## src/rtl/cmt_pkg.sv

```systemverilog
package cmt_pkg;
  localparam int unsigned BUS_W  = 32;
  localparam int unsigned IDX_W  = 4;
  localparam int unsigned NFLAG  = 6;
  localparam int unsigned NCMP   = 3;
  localparam int unsigned NCAP   = 2;
  localparam int unsigned FL_ROLL = 5;

  // register word indices
  localparam int unsigned IX_CTRL = 0;
  localparam int unsigned IX_PSC  = 1;
  localparam int unsigned IX_STAT = 2;
  localparam int unsigned IX_IEN  = 3;
  localparam int unsigned IX_CMP1 = 4;
  localparam int unsigned IX_CAP1 = 7;
  localparam int unsigned IX_CNT  = 9;

  // control bit positions
  localparam int unsigned CB_RUN   = 0;
  localparam int unsigned CB_ZERO  = 1;
  localparam int unsigned CB_SRC   = 6;
  localparam int unsigned CB_FREE  = 9;
  localparam int unsigned CB_SOFT  = 15;

  localparam logic [BUS_W-1:0] CTRL_FORCE0 = 32'h0000_7C14;
  localparam logic [BUS_W-1:0] CTRL_SELFCLR = 32'h0000_8000;
  localparam logic [BUS_W-1:0] CTRL_RSTCLR = 32'h0000_002B;

  typedef enum logic [1:0] {SRC_NONE, SRC_FAST, SRC_SLOW} src_t;

  function automatic src_t decode_src(input logic [2:0] code);
    src_t s;
    case (code)
      3'b001, 3'b010: s = SRC_FAST;
      3'b100:         s = SRC_SLOW;
      default:        s = SRC_NONE;
    endcase
    return s;
  endfunction
endpackage

```

## src/rtl/cmt_rst_sync.sv

```systemverilog
module cmt_rst_sync (
  input  logic clk,
  input  logic arst_n,
  output logic rst_n_o
);
  logic [1:0] sync_q;

  always_ff @(posedge clk or negedge arst_n) begin
    if (!arst_n) sync_q <= '0;
    else         sync_q <= {sync_q[0], 1'b1};
  end

  assign rst_n_o = sync_q[1];
endmodule

```

## src/rtl/cmt_tick_sel.sv

```systemverilog
module cmt_tick_sel import cmt_pkg::*; #(
  parameter int unsigned PSW = 12
) (
  input  logic           clk,
  input  logic           rst_n,
  input  logic           run_i,
  input  logic [2:0]     src_i,
  input  logic           tick_fast_i,
  input  logic           tick_slow_i,
  input  logic [PSW-1:0] div_i,
  input  logic           clr_i,
  output logic           cnt_tick_o
);
  logic [PSW-1:0] ph_q, ph_d;
  logic           ph_en, src_tick, terminal;

  always_comb begin
    case (decode_src(src_i))
      SRC_FAST: src_tick = tick_fast_i;
      SRC_SLOW: src_tick = tick_slow_i;
      default:  src_tick = 1'b0;
    endcase
    // >= so that lowering the divider mid-phase cannot stall the count
    terminal = (ph_q >= div_i);
    ph_en    = clr_i | (run_i & src_tick);
    if (clr_i || terminal) ph_d = '0;
    else                   ph_d = ph_q + 1'b1;
    cnt_tick_o = run_i & src_tick & terminal;
  end

  always_ff @(posedge clk or negedge rst_n) begin
    if (!rst_n)     ph_q <= '0;
    else if (ph_en) ph_q <= ph_d;
  end
endmodule

```

## src/rtl/cmt_compare.sv

```systemverilog
module cmt_compare #(
  parameter int unsigned CNT_W = 32,
  parameter int unsigned NCH   = 3
) (
  input  logic [CNT_W-1:0]     cnt_i,
  input  logic [NCH*CNT_W-1:0] cmp_flat_i,
  output logic [NCH-1:0]       hit_o
);
  for (genvar g = 0; g < NCH; g++) begin : g_ch
    assign hit_o[g] = (cnt_i == cmp_flat_i[g*CNT_W +: CNT_W]);
  end
endmodule

```

## src/rtl/cmt_counter.sv

```systemverilog
module cmt_counter #(
  parameter int unsigned CNT_W = 32
) (
  input  logic             clk,
  input  logic             rst_n,
  input  logic             tick_i,
  input  logic             clr_i,
  input  logic             restart_i,
  output logic [CNT_W-1:0] cnt_o,
  output logic             at_max_o
);
  logic [CNT_W-1:0] cnt_q, cnt_d;
  logic             cnt_en;

  always_comb begin
    at_max_o = &cnt_q;
    cnt_en   = clr_i | tick_i;
    if (clr_i || restart_i || at_max_o) cnt_d = '0;
    else                                cnt_d = cnt_q + 1'b1;
  end

  always_ff @(posedge clk or negedge rst_n) begin
    if (!rst_n)      cnt_q <= '0;
    else if (cnt_en) cnt_q <= cnt_d;
  end

  assign cnt_o = cnt_q;
endmodule

```

## src/rtl/cmp_timer.sv

```systemverilog
module cmp_timer import cmt_pkg::*; #(
  parameter int unsigned CNT_W = 32,
  parameter int unsigned PSW   = 12
) (
  input  logic             clk,
  input  logic             arst_n,
  input  logic             tick_fast_i,
  input  logic             tick_slow_i,
  input  logic             bus_sel_i,
  input  logic             bus_we_i,
  input  logic [IDX_W-1:0] bus_idx_i,
  input  logic [BUS_W-1:0] bus_wdata_i,
  output logic [BUS_W-1:0] bus_rdata_o,
  output logic             irq_o
);
  logic                   rst_n;
  logic                   wr_any, wr_ctrl, wr_psc, wr_stat, wr_ien;
  logic [NCMP-1:0]        wr_cmp;
  logic [31:0]            idx_w;
  logic                   soft_rst, start_zero, cnt_clr, period_wrap;
  logic                   run_q, free_q, cnt_tick, at_max;
  logic [BUS_W-1:0]       ctrl_q, ctrl_d, ctrl_wval;
  logic [PSW-1:0]         psc_q, psc_d;
  logic [NFLAG-1:0]       sr_q, sr_d, ien_q, ien_d, set_v, clr_v;
  logic                   sr_en, psc_en, ien_en;
  logic [CNT_W-1:0]       cmp_q [NCMP];
  logic [NCMP*CNT_W-1:0]  cmp_flat;
  logic [BUS_W-1:0]       cap_q [NCAP];
  logic [CNT_W-1:0]       cnt_q;
  logic [NCMP-1:0]        hit;
  logic [BUS_W-1:0]       rd_mux;

  cmt_rst_sync u_rst (.clk(clk), .arst_n(arst_n), .rst_n_o(rst_n));

  // ---------------- bus decode ----------------
  always_comb begin
    idx_w     = 32'(bus_idx_i);
    wr_any    = bus_sel_i & bus_we_i;
    wr_ctrl   = wr_any && (idx_w == IX_CTRL);
    wr_psc    = wr_any && (idx_w == IX_PSC);
    wr_stat   = wr_any && (idx_w == IX_STAT);
    wr_ien    = wr_any && (idx_w == IX_IEN);
    ctrl_wval = bus_wdata_i & ~(CTRL_FORCE0 | CTRL_SELFCLR);
    soft_rst  = wr_ctrl & bus_wdata_i[CB_SOFT];
  end

  assign run_q  = ctrl_q[CB_RUN];
  assign free_q = ctrl_q[CB_FREE];

  // ---------------- control register ----------------
  always_comb begin
    if (soft_rst) ctrl_d = ctrl_wval & ~CTRL_RSTCLR;
    else          ctrl_d = ctrl_wval;
    start_zero = wr_ctrl & ~soft_rst & ctrl_wval[CB_RUN] & ~run_q & ctrl_wval[CB_ZERO];
  end

  always_ff @(posedge clk or negedge rst_n) begin
    if (!rst_n)       ctrl_q <= '0;
    else if (wr_ctrl) ctrl_q <= ctrl_d;
  end

  // ---------------- prescaler and interrupt enable ----------------
  always_comb begin
    psc_en = soft_rst | wr_psc;
    psc_d  = soft_rst ? '0 : bus_wdata_i[PSW-1:0];
    ien_en = soft_rst | wr_ien;
    ien_d  = soft_rst ? '0 : bus_wdata_i[NFLAG-1:0];
  end

  always_ff @(posedge clk or negedge rst_n) begin
    if (!rst_n) begin
      psc_q <= '0;
      ien_q <= '0;
    end else begin
      if (psc_en) psc_q <= psc_d;
      if (ien_en) ien_q <= ien_d;
    end
  end

  // ---------------- compare and capture registers ----------------
  for (genvar g = 0; g < NCMP; g++) begin : g_cmp
    assign wr_cmp[g] = wr_any && (idx_w == IX_CMP1 + g);
    always_ff @(posedge clk or negedge rst_n) begin
      if (!rst_n)                     cmp_q[g] <= '1;
      else if (soft_rst || wr_cmp[g]) cmp_q[g] <= soft_rst ? '1 : bus_wdata_i[CNT_W-1:0];
    end
    assign cmp_flat[g*CNT_W +: CNT_W] = cmp_q[g];
  end

  for (genvar g = 0; g < NCAP; g++) begin : g_cap
    always_ff @(posedge clk or negedge rst_n) begin
      if (!rst_n)        cap_q[g] <= '0;
      else if (soft_rst) cap_q[g] <= '0;
    end
  end

  // ---------------- count path ----------------
  cmt_tick_sel #(.PSW(PSW)) u_tick (
    .clk(clk), .rst_n(rst_n), .run_i(run_q), .src_i(ctrl_q[CB_SRC +: 3]),
    .tick_fast_i(tick_fast_i), .tick_slow_i(tick_slow_i), .div_i(psc_q),
    .clr_i(soft_rst), .cnt_tick_o(cnt_tick)
  );

  cmt_compare #(.CNT_W(CNT_W), .NCH(NCMP)) u_cmp (
    .cnt_i(cnt_q), .cmp_flat_i(cmp_flat), .hit_o(hit)
  );

  assign period_wrap = ~free_q & hit[0];
  assign cnt_clr     = soft_rst | start_zero | (wr_cmp[0] & ~free_q);

  cmt_counter #(.CNT_W(CNT_W)) u_cnt (
    .clk(clk), .rst_n(rst_n), .tick_i(cnt_tick), .clr_i(cnt_clr),
    .restart_i(period_wrap), .cnt_o(cnt_q), .at_max_o(at_max)
  );

  // ---------------- status flags ----------------
  always_comb begin
    set_v = '0;
    if (cnt_tick) begin
      set_v[NCMP-1:0] = hit;
      set_v[FL_ROLL]  = at_max;
    end
    clr_v = wr_stat ? bus_wdata_i[NFLAG-1:0] : '0;
    sr_en = soft_rst | wr_stat | (|set_v);
    if (soft_rst) sr_d = '0;
    else          sr_d = (sr_q & ~clr_v) | set_v;
  end

  always_ff @(posedge clk or negedge rst_n) begin
    if (!rst_n)     sr_q <= '0;
    else if (sr_en) sr_q <= sr_d;
  end

  // ---------------- read mux and interrupt ----------------
  always_comb begin
    rd_mux = '0;
    case (idx_w)
      IX_CTRL:      rd_mux = ctrl_q;
      IX_PSC:       rd_mux[PSW-1:0] = psc_q;
      IX_STAT:      rd_mux[NFLAG-1:0] = sr_q;
      IX_IEN:       rd_mux[NFLAG-1:0] = ien_q;
      IX_CMP1:      rd_mux[CNT_W-1:0] = cmp_q[0];
      IX_CMP1 + 1:  rd_mux[CNT_W-1:0] = cmp_q[1];
      IX_CMP1 + 2:  rd_mux[CNT_W-1:0] = cmp_q[2];
      IX_CAP1:      rd_mux = cap_q[0];
      IX_CAP1 + 1:  rd_mux = cap_q[1];
      IX_CNT:       rd_mux[CNT_W-1:0] = cnt_q;
      default:      rd_mux = '0;
    endcase
  end

  assign bus_rdata_o = (bus_sel_i & ~bus_we_i) ? rd_mux : '0;
  assign irq_o       = run_q & (|(sr_q & ien_q));
endmodule

```

## config.mk

```make
export PLATFORM = sky130hd
export DESIGN_NAME = cmp_timer
export DESIGN_NICKNAME = d
export VERILOG_FILES = /design/src/rtl/cmt_pkg.sv /design/src/rtl/cmt_rst_sync.sv /design/src/rtl/cmt_tick_sel.sv /design/src/rtl/cmt_compare.sv /design/src/rtl/cmt_counter.sv /design/src/rtl/cmp_timer.sv
export SDC_FILE = /design/constraint.sdc
export NUM_CORES = 1
export LEC_CHECK = 0
export BUFFER_PORTS_ARGS = -buffer_cell sky130_fd_sc_hd__buf_4
export CAP_MARGIN = 0
export CORE_ASPECT_RATIO = 1.5
export CORE_MARGIN = 2
export CORE_UTILIZATION = 56
export CTS_CLUSTER_SIZE = 28
export DETAILED_ROUTE_END_ITERATION = 7
export PLACE_DENSITY = 0.78
export SYNTH_ARGS = -nofsm -noshare
export SYNTH_HDL_FRONTEND = slang
export SYNTH_SLANG_ARGS = --single-unit
```

## constraint.sdc

```tcl
create_clock -name clk -period 5.3 [get_ports clk]
set_input_delay 0.265 -clock clk [delete_from_list [all_inputs] [get_ports clk]]
set_output_delay 0.265 -clock clk [all_outputs]
set_load 0.01 [all_outputs]
```

==> flow_summary_export.csv <==
group,metric,value,unit
run_status,status,"finished clean",
floorplan,row_count,63,
routing,drc,0,
routing,dr.pass1.iters,7,
placed_design,io_buffers,74,
finish,finish.instance_area,12300,µm²
timing,worstMarginPinSlew,1180,ps
finish,nNetsFinal,1363,
global_routing,grt_pass1_vias,10100,
global_routing,grt_max_degree,147,
cts,path_clk_slew,70,ps
logic_synthesis,async_reset_ff_share,100,%
critical_path,crit_path_start_kind,"flop",
timing,fmax,0.288,GHz
timing,fin_crit,3470,ps
logic_synthesis,ys_types,66,
power_and_ir_drop,ir_drop,0.233,mV
placed_design,place_ws,1890,ps
power_and_ir_drop,leakage,5.19,nW
floorplan,die_w,120,µm
logic_synthesis,synth-edff-count,0,
logic_synthesis,syn_avg_cell_area,8.55,µm²
cts,clkSinkCount,190,
timing,rsz0062_at_grt,"false",
timing,max-slew-margin-rel,21.5,%
critical_path,worstPathRequired,5620,ps
timing,setup_tns,0,ps
cts,clock-root-buffer,"clkbuf_16",
floorplan,core_area,19700,µm²
finish,area_growth,9.57,%
critical_path,cpPeakStageDelay,800,ps
power_and_ir_drop,pwr_density_cell,356,nW/µm²
critical_path,path_max_fanout,18,
timing,slew_viol_final,0,
logic_synthesis,ys.flop_type,"dfstp_2",
finish,final_cell_count_no_fill,1578,
placed_design,placed_area,11700,µm²
routing,vias,10300,
floorplan,dieArea,21300,µm²
finish,drive_gt1_share,18.4,%
logic_synthesis,ys_ff_latch,190,
cts,cts-buffers-inserted,17,
global_routing,grt_pass1_wl,56400,µm
finish,diodes,0,
finish,layout_common_cells,"nand2_1, nand3_1, dfstp_2",
routing,wire_per_inst,22.9,µm
logic_synthesis,syn_nets,1373,
critical_path,critical_path.top_delay_family,"simple AND/OR/NAND/NOR gates",
placed_design,dp_cells,1545,
logic_synthesis,syn-cell-area,11200,µm²
global_routing,overflow,0,
cts,postCtsSetupBuffers,0,
logic_synthesis,synth_cells,1315,
cts,hold_buffers,1,
logic_synthesis,synth_seq_area_share,43.4,%
placed_design,place_congestion,0.971,
timing,finalSetupViolCount,0,
timing,clock-skew-final,8.27,ps
power_and_ir_drop,power,4.39,mW
finish,final_common_cell,"nand2_1",
cts,cts_max_level,4,
critical_path,critical_path_class,"flop to flop",
critical_path,path_buf_inv,0,
finish,final_util,62.5,%
floorplan,start_util,57.1,%
timing,fin_crit_sh,65.4,%
cts,cts_tree,"yes",
timing,final-hold-violation-count,0,
global_routing,track_usage,34.7,%
routing,vias_per_cell,6.53,
logic_synthesis,ys_warn_count,0,
routing,postRouteAntennaNets,0,
timing,setup_slack,1830,ps
run,drv_cap,0,
critical_path,critPathArrivalTime,3790,ps
timing,holdWs,46.8,ps
global_routing,antenna_found_initial,0,
hold_path,hold_path.class,"primary input to flop",
cts,cts-resized-gates,0,
placed_design,post-dp-hpwl,24300,µm
critical_path,endpoint_kind,"flop",
floorplan,ios,75,
critical_path,cp_slowest_cell,"a21oi_2",
cts,worstSkewPairLatency,440,ps
critical_path,cp_cell_sequence,"ha_1 -> nand4_1 -> or4_1 -> a21oi_2 -> nand3_1 -> o311ai_1",
cts,cts.path.max_buffers,2,
routing,wl,36100,µm
routing,drt_first_iter_violations,1295,
floorplan,die_h,178,µm
[state kept, by name, summed over array words and instances, names as in the netlist]
register	cells
ctrl_q	24
sr_q	6
u_tick.ph_q	12
u_cnt.cnt_o	32
cmp_flat	96
psc_q	12
ien_q	6
u_rst.sync_q	2
[cell families after synthesis]
logic type / synth area share (%)
XOR/XNOR: 7.87
multiplexers: 0.990
other: 0.0333
buffers and inverters: 5.72
adder cells (fa/ha/maj): 1.78
AND/OR/NAND/NOR: 25.7
AO/OA/AOI/OAI: 14.6
flip-flops: 43.4
[routing by layer]
layer / share of wire [%] / track usage, % / up-vias
met5: 0 / 0 / -
met3: 8.1 / 5.62 / 140
met2: 49 / 57.1 / 588
li1: - / - / 4559
met4: 7.0 / 23.8 / 0
met1: 36 / 41.4 / 5011
[area by class of cell]
cell class	count	area (µm²)
repair buffers	88	676
fillers	1747	7390
flip-flops and latches	190	4880
multi-input cells	978	5750
inverters	30	113
clock inverters	10	85.1
well taps	260	325
clock buffers	22	497
[power by group]
part | switching, mW | internal [mW]
logic | 0.524 | 0.375
clock network | 0.572 | 0.713
registers | 0.331 | 1.87
total | 1.43 | 2.96
[final timing paths]
kind / start / to / slack [ps] / cells past startpoint
setup / recovery: u_tick.ph_q[9]$_DFFE_PN0P_ / u_cnt.cnt_o[2]$_DFFE_PN0P_ / 1830 / 6
min in group asynchronous: arst_n / u_rst.sync_q[1]$_DFF_PN0_ / 140 / 2
hold reg to reg: u_rst.sync_q[1]$_DFF_PN0_ / psc_q[10]$_DFFE_PN0P_ / 330 / 0
setup reg to reg: u_tick.ph_q[9]$_DFFE_PN0P_ / u_cnt.cnt_o[2]$_DFFE_PN0P_ / 1830 / 6
max in group asynchronous: u_rst.sync_q[1]$_DFF_PN0_ / ctrl_q[1]$_DFFE_PN0N_ / 3710 / 1
hold / removal: bus_wdata_i[22] / ctrl_q[22]$_DFFE_PN0N_ / 50 / 3
[worst reg2reg max path: cells and delay by family, from the launching register on]
family | cells | cell delay [ps]
simple gates | 3 | 1350
compound gates | 2 | 1240
flops | 1 | 420
fa+ha+maj | 1 | 340
[Yosys cell counts (all sizes together) (31+ instances only)]
master  instances  area share (%)
nor2           39             1.3
nand4          43             2.6
a21oi          38             1.7
buf            43             2.2
nand2         340              11
clkbuf         74             2.5
dfrtp          94              21
a22oi          74             4.9
a31oi          31             1.7
dfstp          96              22
xnor2          66             5.1
nand3         116             5.2
xor2           35             2.7
Note: power is estimated with default switching activity, not from simulation.
